===== config.mk =====
export PLATFORM = sky130hd
export DESIGN_NAME = cpwm_dt
export DESIGN_NICKNAME = d
export VERILOG_FILES = /design/src/rtl/cpwm_pkg.sv /design/src/rtl/cpwm_timebase.sv /design/src/rtl/cpwm_shadow.sv /design/src/rtl/cpwm_outstage.sv /design/src/rtl/cpwm_dt.sv
export SDC_FILE = /design/constraint.sdc
export NUM_CORES = 1
export LEC_CHECK = 0
export BUFFER_PORTS_ARGS = -buffer_cell sky130_fd_sc_hd__buf_4
export CAP_MARGIN = 15
export CORE_UTILIZATION = 60
export CTS_BUF_LIST = sky130_fd_sc_hd__clkbuf_16
export DETAILED_ROUTE_END_ITERATION = 8
export GPL_ROUTABILITY_DRIVEN = 0
export PLACE_DENSITY_LB_ADDON = 0.2
export SKIP_LAST_GASP = 1
export SLEW_MARGIN = 30
export SYNTH_ARGS = -nofsm -noshare
export SYNTH_HDL_FRONTEND = slang
export SYNTH_SLANG_ARGS = --single-unit
export TNS_END_PERCENT = 5

===== constraint.sdc =====
create_clock -name clk -period 4.8 [get_ports clk]
set_input_delay 0.48 -clock clk [delete_from_list [all_inputs] [get_ports clk]]
set_output_delay 0.48 -clock clk [all_outputs]
set_load 0.01 [all_outputs]

===== src/rtl/cpwm_pkg.sv =====
package cpwm_pkg;

    localparam int CW = 16;   // width of period, duty and gap values
    localparam int SW = 8;    // width of the glide step delay

    typedef enum logic {
        MODE_NOW   = 1'b0,
        MODE_GLIDE = 1'b1
    } upd_mode_e;

    typedef struct packed {
        logic [CW-1:0] per;
        logic [CW-1:0] duty;
    } work_t;

    // one unit toward the target, or no change once reached
    function automatic logic [CW-1:0] step_toward(input logic [CW-1:0] cur,
                                                  input logic [CW-1:0] tgt);
        if (cur < tgt)      return cur + CW'(1);
        else if (cur > tgt) return cur - CW'(1);
        else                return cur;
    endfunction

    function automatic logic drive_level(input logic active, input logic pol);
        return active ? pol : ~pol;
    endfunction

endpackage


===== src/rtl/cpwm_timebase.sv =====
module cpwm_timebase
    import cpwm_pkg::*;
(
    input  logic          clk,
    input  logic          rst,
    input  logic [CW-1:0] per_m2,
    output logic [CW:0]   cnt,
    output logic          eoc
);
    localparam logic [CW:0] ONE = (CW+1)'(1);

    logic [CW:0] last;

    assign last = {1'b0, per_m2} + ONE;
    assign eoc  = (cnt >= last);

    always_ff @(posedge clk) begin
        if (rst)      cnt <= '0;
        else if (eoc) cnt <= '0;
        else          cnt <= cnt + ONE;
    end

    // the cycle closes by returning to zero
    assert_wrap_R2: assert property (@(posedge clk) disable iff (rst)
        eoc |=> (cnt == '0));

    // inside a cycle the count advances by one per clock
    assert_count_R2: assert property (@(posedge clk) disable iff (rst)
        !eoc |=> (cnt == $past(cnt) + ONE));

endmodule


===== src/rtl/cpwm_shadow.sv =====
module cpwm_shadow
    import cpwm_pkg::*;
(
    input  logic          clk,
    input  logic          rst,
    input  logic          eoc,
    input  upd_mode_e     mode,
    input  work_t         target,
    input  logic [SW-1:0] step_dly,
    output work_t         work
);
    logic [SW-1:0] skipped;

    always_ff @(posedge clk) begin
        if (rst) begin
            work    <= target;
            skipped <= '0;
        end else if (eoc) begin
            if (mode == MODE_NOW) begin
                work    <= target;
                skipped <= '0;
            end else if (skipped >= step_dly) begin
                work.per  <= step_toward(work.per, target.per);
                work.duty <= step_toward(work.duty, target.duty);
                skipped   <= '0;
            end else begin
                skipped <= skipped + SW'(1);
            end
        end
    end

    // working values never change inside a cycle
    assert_hold_R8: assert property (@(posedge clk) disable iff (rst)
        !eoc |=> ($stable(work.per) && $stable(work.duty)));

    // a glide update moves each working value by at most one
    assert_step_R9: assert property (@(posedge clk) disable iff (rst)
        (eoc && mode == MODE_GLIDE) |=>
            ((work.per == $past(work.per)) ||
             (work.per == $past(work.per) + CW'(1)) ||
             (work.per + CW'(1) == $past(work.per))));

endmodule


===== src/rtl/cpwm_outstage.sv =====
module cpwm_outstage
    import cpwm_pkg::*;
(
    input  logic          clk,
    input  logic          rst,
    input  logic [CW:0]   cnt,
    input  work_t         work,
    input  logic [CW-1:0] gap,
    input  logic          enable,
    input  logic          hold_idle,
    input  logic          pol_a,
    input  logic          pol_b,
    output logic          pwm_a,
    output logic          pwm_b
);
    localparam int EW = CW + 2;

    logic [EW-1:0] c_x, p_x, d_x, g_x;
    logic          a_on, b_on, live;

    always_comb begin
        c_x  = EW'(cnt);
        p_x  = EW'(work.per) + EW'(2);
        d_x  = EW'(work.duty);
        g_x  = EW'(gap);
        a_on = (c_x < d_x);
        b_on = (c_x >= d_x + g_x) && (c_x + g_x < p_x);
        live = enable && !hold_idle;
        pwm_a = drive_level(live && a_on, pol_a);
        pwm_b = drive_level(live && b_on, pol_b);
    end

    // never both active
    assert_excl_R11: assert property (@(posedge clk) disable iff (rst)
        !((pwm_a == pol_a) && (pwm_b == pol_b)));

    // parked outputs sit at the inactive level
    assert_idle_R6: assert property (@(posedge clk) disable iff (rst)
        (hold_idle || !enable) |-> ((pwm_a != pol_a) && (pwm_b != pol_b)));

endmodule


===== src/rtl/cpwm_dt.sv =====
module cpwm_dt
    import cpwm_pkg::*;
(
    input  logic          clk,
    input  logic          rst,
    input  logic          enable,
    input  logic          hold_idle,
    input  logic          glide,
    input  logic          pol_a,
    input  logic          pol_b,
    input  logic [15:0]   period_m2,
    input  logic [15:0]   duty,
    input  logic [15:0]   gap,
    input  logic [7:0]    step_dly,
    output logic          pwm_a,
    output logic          pwm_b
);
    logic [CW:0] cnt;
    logic        eoc;
    work_t       target, work;
    upd_mode_e   mode;

    assign target.per  = period_m2;
    assign target.duty = duty;
    assign mode        = glide ? MODE_GLIDE : MODE_NOW;

    cpwm_timebase u_time (
        .clk    (clk),
        .rst    (rst),
        .per_m2 (work.per),
        .cnt    (cnt),
        .eoc    (eoc)
    );

    cpwm_shadow u_shadow (
        .clk      (clk),
        .rst      (rst),
        .eoc      (eoc),
        .mode     (mode),
        .target   (target),
        .step_dly (step_dly),
        .work     (work)
    );

    cpwm_outstage u_out (
        .clk       (clk),
        .rst       (rst),
        .cnt       (cnt),
        .work      (work),
        .gap       (gap),
        .enable    (enable),
        .hold_idle (hold_idle),
        .pol_a     (pol_a),
        .pol_b     (pol_b),
        .pwm_a     (pwm_a),
        .pwm_b     (pwm_b)
    );

endmodule


After elaboration in Yosys (flattened, before gate mapping)
Index checks and enable logic that the tools add are counted.
{"block": "totals", "reg_bits": 57, "latch_bits": 0, "ramBits": 0, "romBits": 0, "inputBits": 63, "out_inout_bits": 2, "word_cells": 50, "n_memories": 0}
{"block": "classes", "add_sub_neg": 10, "mul": 0, "div_mod_pow": 0, "n_lt_le_gt_ge": 9, "eq_ne": 3, "shift": 0, "n_mux": 13, "n_bitwise": 2, "reduce_logical": 9}
{"operator": "two-way mux 32 bit", "n": 4}
{"operator": "two-way mux 16 bit", "n": 4}
{"operator": "adder 16 x 1 -> 16 bit (second input constant)", "n": 2}
{"operator": "> comparator 16 bit", "n": 2}
{"operator": "< comparator 16 bit", "n": 2}
{"operator": "subtractor 16 x 1 -> 16 bit (second input constant)", "n": 2}
{"operator": "adder 17 x 16 -> 18 bit", "n": 1}
{"operator": "greater-or-equal comparator 17 x 18 -> 1 bit", "n": 1}
{"operator": "< comparator 18 bit", "n": 1}
{"operator": "adder 16 x 1 -> 17 bit (second input constant)", "n": 1}
{"operator": "adder 16 x 16 -> 17 bit", "n": 1}
{"operator": "adder 16 x 2 -> 17 bit (second input constant)", "n": 1}
{"operator": "adder 17 x 1 -> 17 bit (second input constant)", "n": 1}
{"operator": "greater-or-equal comparator 17 bit", "n": 1}
{"operator": "< comparator 17 x 16 -> 1 bit", "n": 1}
{"operator": "two-way mux 8 bit", "n": 2}
{"operator": "adder 8 x 1 -> 8 bit (second input constant)", "n": 1}
{"operator": "greater-or-equal comparator 8 bit", "n": 1}
{"operator": "inequality test 4 bit (second input constant)", "n": 2}
{"operator": "AND reduction 3 bit", "n": 2}
{"operator": "logical AND 1 bit", "n": 4}
{"operator": "two-way mux 1 bit", "n": 3}
{"operator": "inequality test 3 bit (second input constant)", "n": 1}
{"operator": "inverter 1 bit", "n": 2}
{"operator": "3 further kinds", "n": 3}

Depth between registers and ports, before layout
Gate-level depths: netlist of the first run.
{"block": "depth", "depth_word": 7, "depth_mapped": 18}

Cells and area by module
Synthesis of the first run repeated with hierarchy kept, for this count alone.
{"block": "unflattened", "hier_cells": 1033, "area_unflattened_um2": 8299.2}
{"module": "cpwm_shadow", "instances": 1, "cells_per_inst": 482, "area_per_inst_um2": 4058.9}
{"module": "cpwm_outstage", "instances": 1, "cells_per_inst": 387, "area_per_inst_um2": 2914.0}
{"module": "cpwm_timebase", "instances": 1, "cells_per_inst": 164, "area_per_inst_um2": 1326.3}

Worst setup path before layout of the first run
No wires, ideal clock.
{"block": "synth_path", "kind": "input-to-output", "from": "input gap[0]", "to": "output pwm_b", "arrival_time_ns": 3.902, "required_time_ns": 4.320, "slack_ns": 0.418, "cell_stages": 16, "path_cell_list": "ha_1 -> fa_1 -> a21o_1 -> a21oi_1 -> o21a_1 -> o21ai_0 -> a2111oi_0 -> nor3_1 -> xor2_1 -> ha_1 -> a21o_1 -> a2111oi_0 -> nand2_1 -> a211o_1 -> a211oi_1 -> xnor2_1"}
{"block": "synth_between", "elab_chain_len": 5}
{"element": "start: declaration", "line": "cpwm_dt.sv:13", "source": "input logic [15:0] gap,"}
{"element": "adder 17 x 16 -> 18 bit or adder 16 x 16 -> 17 bit (tied branches)", "line": "cpwm_outstage.sv:27", "source": "b_on = (c_x >= d_x + g_x) && (c_x + g_x < p_x);"}
{"element": "< comparator 18 bit or greater-or-equal comparator 17 x 18 -> 1 bit (tied branches)", "line": "cpwm_outstage.sv:27"}
{"element": "logical AND 1 bit *", "line": "cpwm_outstage.sv:27"}
{"element": "logical AND 1 bit *", "line": "cpwm_outstage.sv:30", "source": "pwm_b = drive_level(live && b_on, pol_b);"}
{"element": "two-way mux 1 bit *", "line": "cpwm_pkg.sv:25", "source": "return active ? pol : ~pol;"}
{"element": "end: declaration", "line": "cpwm_dt.sv:16", "source": "output logic pwm_b"}
Every way passes the cells marked *; elsewhere a longest branch is shown, timed or not.

Final worst setup path of the first run
{"block": "layout_path", "from": "register u_shadow.work[1] (netlist name)", "to": "output pwm_b"}
{"block": "layout_between", "elab_chain_len": 5}
{"element": "adder 16 x 16 -> 17 bit", "line": "cpwm_outstage.sv:27"}
{"element": "greater-or-equal comparator 17 x 18 -> 1 bit", "line": "cpwm_outstage.sv:27"}
{"element": "logical AND 1 bit", "line": "cpwm_outstage.sv:27"}
{"element": "logical AND 1 bit", "line": "cpwm_outstage.sv:30"}
{"element": "two-way mux 1 bit", "line": "cpwm_pkg.sv:25"}
Every way passes these cells.

==> reports/qor.yml, run 1 <==
status: "complete, no violations"
worst_r2r_endpoint: "u_shadow.work[31]"
fmax_ghz: 0.217
globalRouteTotalUtil_pct: 31.2
die_w_um: 117
maxCapViolations: 0
use_met1_pct: 40.3
routed_wl_um: 21000
hpwlAfterDp_um: 16600
max_stage_delay_ns: 0.50
gr-total-overflow: 0
hold_viol: 0
die-area_sq_um: 13800
cts_tree: "yes"
firstDrtPassIters: 5
drt_iter0_drc: 577
synth_cell_type_count: 69
met2_usage_pct: 51.9
placed_cells: 1217
synth.top_cell.area_share_pct: 26.4
vias_per_cell: 6.02
insertedDiodeCount: 0
yosys_register_bits: 57
grtUsageMet3_pct: 5.38
worstReg2RegStart: "u_shadow.work[28]"
cts_buffer_depth: 2
whs_path_depth: 2
fin_util_pct: 72.9
end_kind: "primary output"
min_period_over_period_pct: 96.0
hold_end: "u_shadow.skipped[1]"
crit_top_cell: "buf_4"
tightestPinTransition_ns: 0.689
area_growth_pct: 16.9
setup_viol: 0
cts-root-buf: "clkbuf_16"
layout.nets: 1295
syn-mean-instance-area_sq_um: 8.32
clk_pin_slew_ns: 0.05
synth-main-ff-cell: "edfxtp_1"
ant_nets: 0
core_area_sq_um: 12800
vias: 7445
grt_pass1_wl_um: 34500
busiest_layer: "met2"
p_per_area_nw_per_um2: 267
nFillCells: 1046
netlist_instances: 961
synth_edf_count: 32
min_period_ns: 4.61
io_buffers: 64
r2r_cells: 14
synth_area_sq_um: 8000
synth_top_area_cell: "ha_1"
yosys_warnings: 0
critPathArrivalTime_ns: 4.13
clk_latency_ns: 0.35
die_h_um: 117
ff2ff_setup_slack_ns: 0.51
start_util_pct: 62.4
cp-start-kind: "register"
path_max_fanout: 3
instances_no_fill: 1236
final_cell_mix: "ha_1, buf_4, inv_1"
drc: 0
min_from: "rst"
crit_required_ns: 4.32
p_leak_nw: 4.50
setup_tns_ns: 0
finalClockSkew_ns: 0.00531
slew_headroom_pct: 54.1
holdCritPathClass: "input port to register"
drive_above_1_share_pct: 14.6
grt_max_degree: 60
slew_viol_final: 0
netlist_top_cells_area: "ha_1, edfxtp_1, dfxtp_1"
detail_route.wl_per_cell_um: 17.0
rows: 41
ios: 65
synth_fp_nets: 1197
crit_chain: "buf_4 -> fa_1 -> a21o_1 -> a21oi_2 -> o21bai_1 -> a31oi_2 -> o21ai_2 -> o41ai_2 -> xor2_1 -> ha_1 -> nand2_1 -> a2111oi_1 -> a21oi_1 -> a211oi_2 -> xnor2_1 -> buf_4"
grt_pass1_vias: 7092
layout_commonest_cell: "ha_1"
yosysSeqAreaShare_pct: 18.3
crit_path_top_delay_cell: "edfxtp_1"
antenna_found_initial: 0
peakVddDrop_v: 0.000237
ys_async_sr_fraction_pct: 0
h-tree-depth: 3
cts_sinks: 57
numCtsBuffers: 9
critPathKind: "register to primary output"
where the power goes:
part           switching [W]  internal [W]
clock               0.000242      0.000449
sequential         0.0000568      0.000565
combinational       0.000652      0.000536
worst max-delay path by stage:
| stage | start | endpoint | depth (start not counted) |
|---|---|---|---|
| floorplan | gap[0] | pwm_b | 16 |
| global placement | gap[0] | pwm_b | 18 |
| detailed placement | gap[0] | pwm_b | 18 |
| CTS | u_time.cnt[0] | pwm_b | 16 |
| global route | u_shadow.work[0] | pwm_b | 16 |
| finish | u_shadow.work[1] | pwm_b | 16 |
logic make-up after synthesis:
group | count (synthesis) | synth area share (%)
AO/OA/AOI/OAI | 263 | 22.0
XOR/XNOR | 95 | 10.4
adder cells (fa/ha/maj) | 173 | 27.4
buffers and inverters | 100 | 4.76
flip-flops | 57 | 18.3
AND/OR/NAND/NOR | 273 | 17.1
cell usage after synthesis, types with 12 or more instances:
master,count
a211oi_1,12
a21o_1,38
a21oi_1,59
and3_1,13
dfxtp_1,25
edfxtp_1,32
ha_1,169
inv_1,85
nand2_1,79
nand2b_1,19
nand3_1,26
nand4_1,23
nor2_1,58
nor3_1,12
o211ai_1,14
o21ai_0,62
xnor2_1,51
xor2_1,44
registers in the layout, summed over array words and instances, names as in the netlist:
register and cells:
u_shadow.skipped 8, u_shadow.work 32, u_time.cnt 17
cell type report:
class                           instances  area [sq um]  share of cell area [%]
Multi-Input combinational cell        804          6280                    67.1
Sequential cell                        57          1460                    15.6
Timing Repair Buffer                  102           766                    8.19
Inverter                               85           319                    3.41
Clock buffer                            9           225                    2.41
Tap cell                              172           215                    2.30
Clock inverter                          7          86.3                   0.923
stage by stage:
| stage | cell area, sq um | hold slack (ns) | worst slack, ns | power (W) |
|---|---|---|---|---|
| after global routing | 9350 | 0.361 | -0.0411 | 0.00268 |
| after global placement | 8900 | 0.477 | -0.00438 | 0.00174 |
| after CTS | 9220 | 0.340 | 0.0182 | 0.00248 |
| after detailed placement | 8900 | 0.478 | -0.0236 | 0.00177 |
| final | 9350 | 0.351 | 0.191 | 0.00250 |
| after floorplan | 8000 | 0.456 | 0.418 | 0.00147 |
critical path: cells and delay by family, from the launching register on:
family | cells | cell delay [ns]
flip-flops | 1 | 0.50
AO/OA/AOI/OAI | 9 | 1.91
buffers and inverters | 2 | 0.33
adder cells (fa/ha/maj) | 2 | 0.72
AND/OR/NAND/NOR | 1 | 0.05
XOR/XNOR | 2 | 0.26
what timing repair did:
item | in CTS | in global routing
endpoints found under the setup margin | 1 | 1
setup buffers | 0 | 3
hold buffers | 0 | 0
pin swaps | 1 | 9
gates resized for setup | 2 | 27
per-layer routing:
layer	vias up	wire [um]
li1	3738	-
met1	3440	9370
met2	227	9810
met3	40	1290
met4	0	559
met5	-	0
Power figures use the tool's default switching activity.
==> inputs of run 2 (changes only) <==
--- a/config.mk
+++ b/config.mk
@@ -5,6 +5,7 @@
 export SDC_FILE = /design/constraint.sdc
 export NUM_CORES = 1
 export LEC_CHECK = 0
+export ABC_AREA = 1
 export BUFFER_PORTS_ARGS = -buffer_cell sky130_fd_sc_hd__buf_4
 export CAP_MARGIN = 15
 export CORE_UTILIZATION = 60
==> reports/qor.yml, run 2 <==
status: "complete, no violations"  # unchanged
cts-root-buf: "clkbuf_16"  # unchanged
maxCapViolations: 0  # unchanged
layout.nets: 1571  # was 1,295
tightestPinTransition_ns: 0.944  # was 0.689 ns
synth_area_sq_um: 8630  # was 8000 sq um
synth_edf_count: 32  # unchanged
p_per_area_nw_per_um2: 239  # was 267 nW/um^2
netlist_instances: 1263  # was 961
die_w_um: 122  # was 117 um
holdCritPathClass: "input port to register"  # unchanged
finalClockSkew_ns: 0.00989  # was 0.00531 ns
synth_cell_type_count: 49  # was 69
routed_wl_um: 22300  # was 21,000 um
synth_top_area_cell: "ha_1"  # unchanged
instances_no_fill: 1520  # was 1,236
largest_registers: "u_shadow.work x32, u_time.cnt x17, u_shadow.skipped x8"  # unchanged
io_buffers: 64  # unchanged
insertedDiodeCount: 0  # unchanged
firstDrtPassIters: 7  # was 5
grt_max_degree: 37  # was 60
netlist_top_cells_area: "ha_1, nand2_1, edfxtp_1"  # was ha_1, edfxtp_1, dfxtp_1
slew_headroom_pct: 37.0  # was 54.1%
synth.top_cell.area_share_pct: 24.5  # was 26.4%
post_cts_buffers: 0  # unchanged
end_kind: "primary output"  # unchanged
nFillCells: 1227  # was 1,046
cts_tree: "yes"  # unchanged
critPathKind: "register to primary output"  # unchanged
globalRouteTotalUtil_pct: 31.1  # was 31.2%
finalPower_w: 0.00230  # was 0.00250 W
grt_pass1_wl_um: 36100  # was 34,500 um
ctsHoldBuffers: 0  # unchanged
yosys_warnings: 0  # unchanged
drc: 0  # unchanged
drt_iter0_drc: 495  # was 577
yosys_register_bits: 57  # unchanged
yosysSeqAreaShare_pct: 16.9  # was 18.3%
ff2ff_setup_slack_ns: 0.93  # was 0.51 ns
synth_fp_nets: 1499  # was 1,197
syn-mean-instance-area_sq_um: 6.84  # was 8.32 sq um
start_util_pct: 62.0  # was 62.4%
ant_nets: 0  # unchanged
vias: 8545  # was 7,445
yosysMostFrequentCell: "nand2_1"  # was ha_1
antenna_found_initial: 0  # unchanged
cts_sinks: 57  # unchanged
ys_top_cells_by_count: "nand2_1, inv_1, ha_1, a21oi_1, nor2_1"  # was ha_1, inv_1, nand2_1, o21ai_0, a21oi_1
setup_viol: 0  # unchanged
die-area_sq_um: 14900  # was 13,800 sq um
rsz0062_at_grt: "false"
die_h_um: 122  # was 117 um
ios: 65  # unchanged
drive_above_1_share_pct: 9.25  # was 14.6%
clk_latency_ns: 0.34  # was 0.35 ns
hpwlAfterDp_um: 18200  # was 16,600 um
top_register: "u_shadow.work"  # unchanged
slew_viol_final: 0  # unchanged
hold_viol: 0  # unchanged
largest_register_ffs: 32  # unchanged
fmax_ghz: 0.240  # was 0.217 GHz
critPathArrivalTime_ns: 3.69  # was 4.13 ns
cp-start-kind: "register"  # unchanged
vias_per_cell: 5.62  # was 6.02
layout_commonest_cell: "nand2_1"  # was ha_1
setup_tns_ns: 0  # unchanged
ys_async_sr_fraction_pct: 0  # unchanged
cts_resized: 0  # was 2
area_growth_pct: 11.4  # was 16.9%
gr-total-overflow: 0  # unchanged
crit_required_ns: 4.32  # about the same
detail_route.wl_per_cell_um: 14.7  # was 17.0 um
rows: 43  # was 41
synth-main-ff-cell: "edfxtp_1"  # unchanged
h-tree-depth: 3  # unchanged
p_leak_nw: 5.09  # was 4.50 nW
numCtsBuffers: 9  # unchanged
grt_pass1_vias: 7960  # was 7,092
core_area_sq_um: 13900  # was 12,800 sq um
min_period_ns: 4.17  # was 4.61 ns
clk_pin_slew_ns: 0.05  # about the same
peakVddDrop_v: 0.000199  # was 0.000237 V
final_cell_mix: "nand2_1, inv_1, ha_1"  # was ha_1, buf_4, inv_1
min_period_over_period_pct: 87.0  # was 96.0%
path_max_fanout: 5  # was 3
placed_cells: 1504  # was 1,217
cts_buffer_depth: 2  # unchanged
## run 2: cell types whose count changed in the layout (fill, tap and decap cells not counted), sizes merged, moves of 29 or more
cell | previous run | this run
nand3 | 26 | 84
nand2 | 79 | 302
nor2 | 58 | 94
xnor2 | 51 | 22
buf | 102 | 70
a21oi | 61 | 114
a21o | 39 | 5
inv | 86 | 193
## run 2: worst paths after layout
check | depth (start not counted) | endpoint | start
max | 22 | pwm_b | u_shadow.work[0]
min | 2 | u_shadow.skipped[4] | rst
max reg2reg | 22 | u_shadow.work[24] | u_shadow.work[17]
min reg2reg | 2 | u_shadow.skipped[7] | u_shadow.skipped[7]
## run 2: cell families (layout without fill, tap and decap cells)
logic type                 after synthesis  in the layout  share of synthesized area, %
adders and majority gates              173            173                          25.4
xor gates and xnor gates                68             68                          6.90
and+or+nand+nor                        551            551                          28.2
buffers and inverters                  201            278                          8.91
AOI/OAI and AO/OA                      213            213                          13.6
DFF                                     57             57                          16.9
## run 2: worst max-delay path, cell delays in order, from the launching register on
cell,delay (ns)
edfxtp_1,0.48
ha_1,0.27
fa_1,0.41
nand3_1,0.09
nand3_1,0.13
nand2_1,0.10
nand2_1,0.06
nand2_1,0.07
a21oi_1,0.11
nand2_1,0.09
nand2_1,0.07
xor2_1,0.15
ha_1,0.27
nand2_1,0.08
nor3_1,0.24
nand4_1,0.12
nand4_1,0.16
nand2_1,0.07
inv_1,0.07
nand3_1,0.07
nand2_1,0.06
nand2_1,0.04
buf_4,0.13
## run 2: area by class of cell
type / count / area, sq um / share of cell area, %
well taps: 180 / 225 / 2.34
clock inverters: 7 / 53.8 / 0.559
repair buffers: 70 / 526 / 5.46
inverters: 192 / 723 / 7.52
flip-flops and latches: 57 / 1460 / 15.2
clock buffers: 9 / 225 / 2.34
multi-input cells: 1005 / 6400 / 66.6
## run 2: per-stage QoR
step | hold slack [ns] | utilization, % | instance area (sq um) | setup WS [ns]
after floorplan | 0.455 | - | 8630 | 1.16
after global placement | 0.504 | 67.0 | 9340 | 0.960
after detailed placement | 0.498 | 67.0 | 9340 | 0.910
after CTS | 0.369 | 69.0 | 9620 | 0.622
after global routing | 0.383 | 69.0 | 9620 | 0.298
final | 0.379 | 69.0 | 9620 | 0.626
## run 2: report_power, final
part	leakage (nW)	internal, W	switching [W]	total (W)
Sequential	0.508	0.000557	0.0000558	0.000613
Clock	0.144	0.000391	0.000229	0.000619
Combinational	4.44	0.000420	0.000649	0.00107
## run 2: metal layers
metal  share of wire, %  vias up  wire length (um)  global-route usage (%)
li1                   -     4386                 -                       -
met1                 45     3862              9970                    38.5
met2                 47      246             10400                    53.6
met3                6.1       51              1360                    4.78
met4                2.6        0               584                    12.1
met5                  0        -                 0                       0
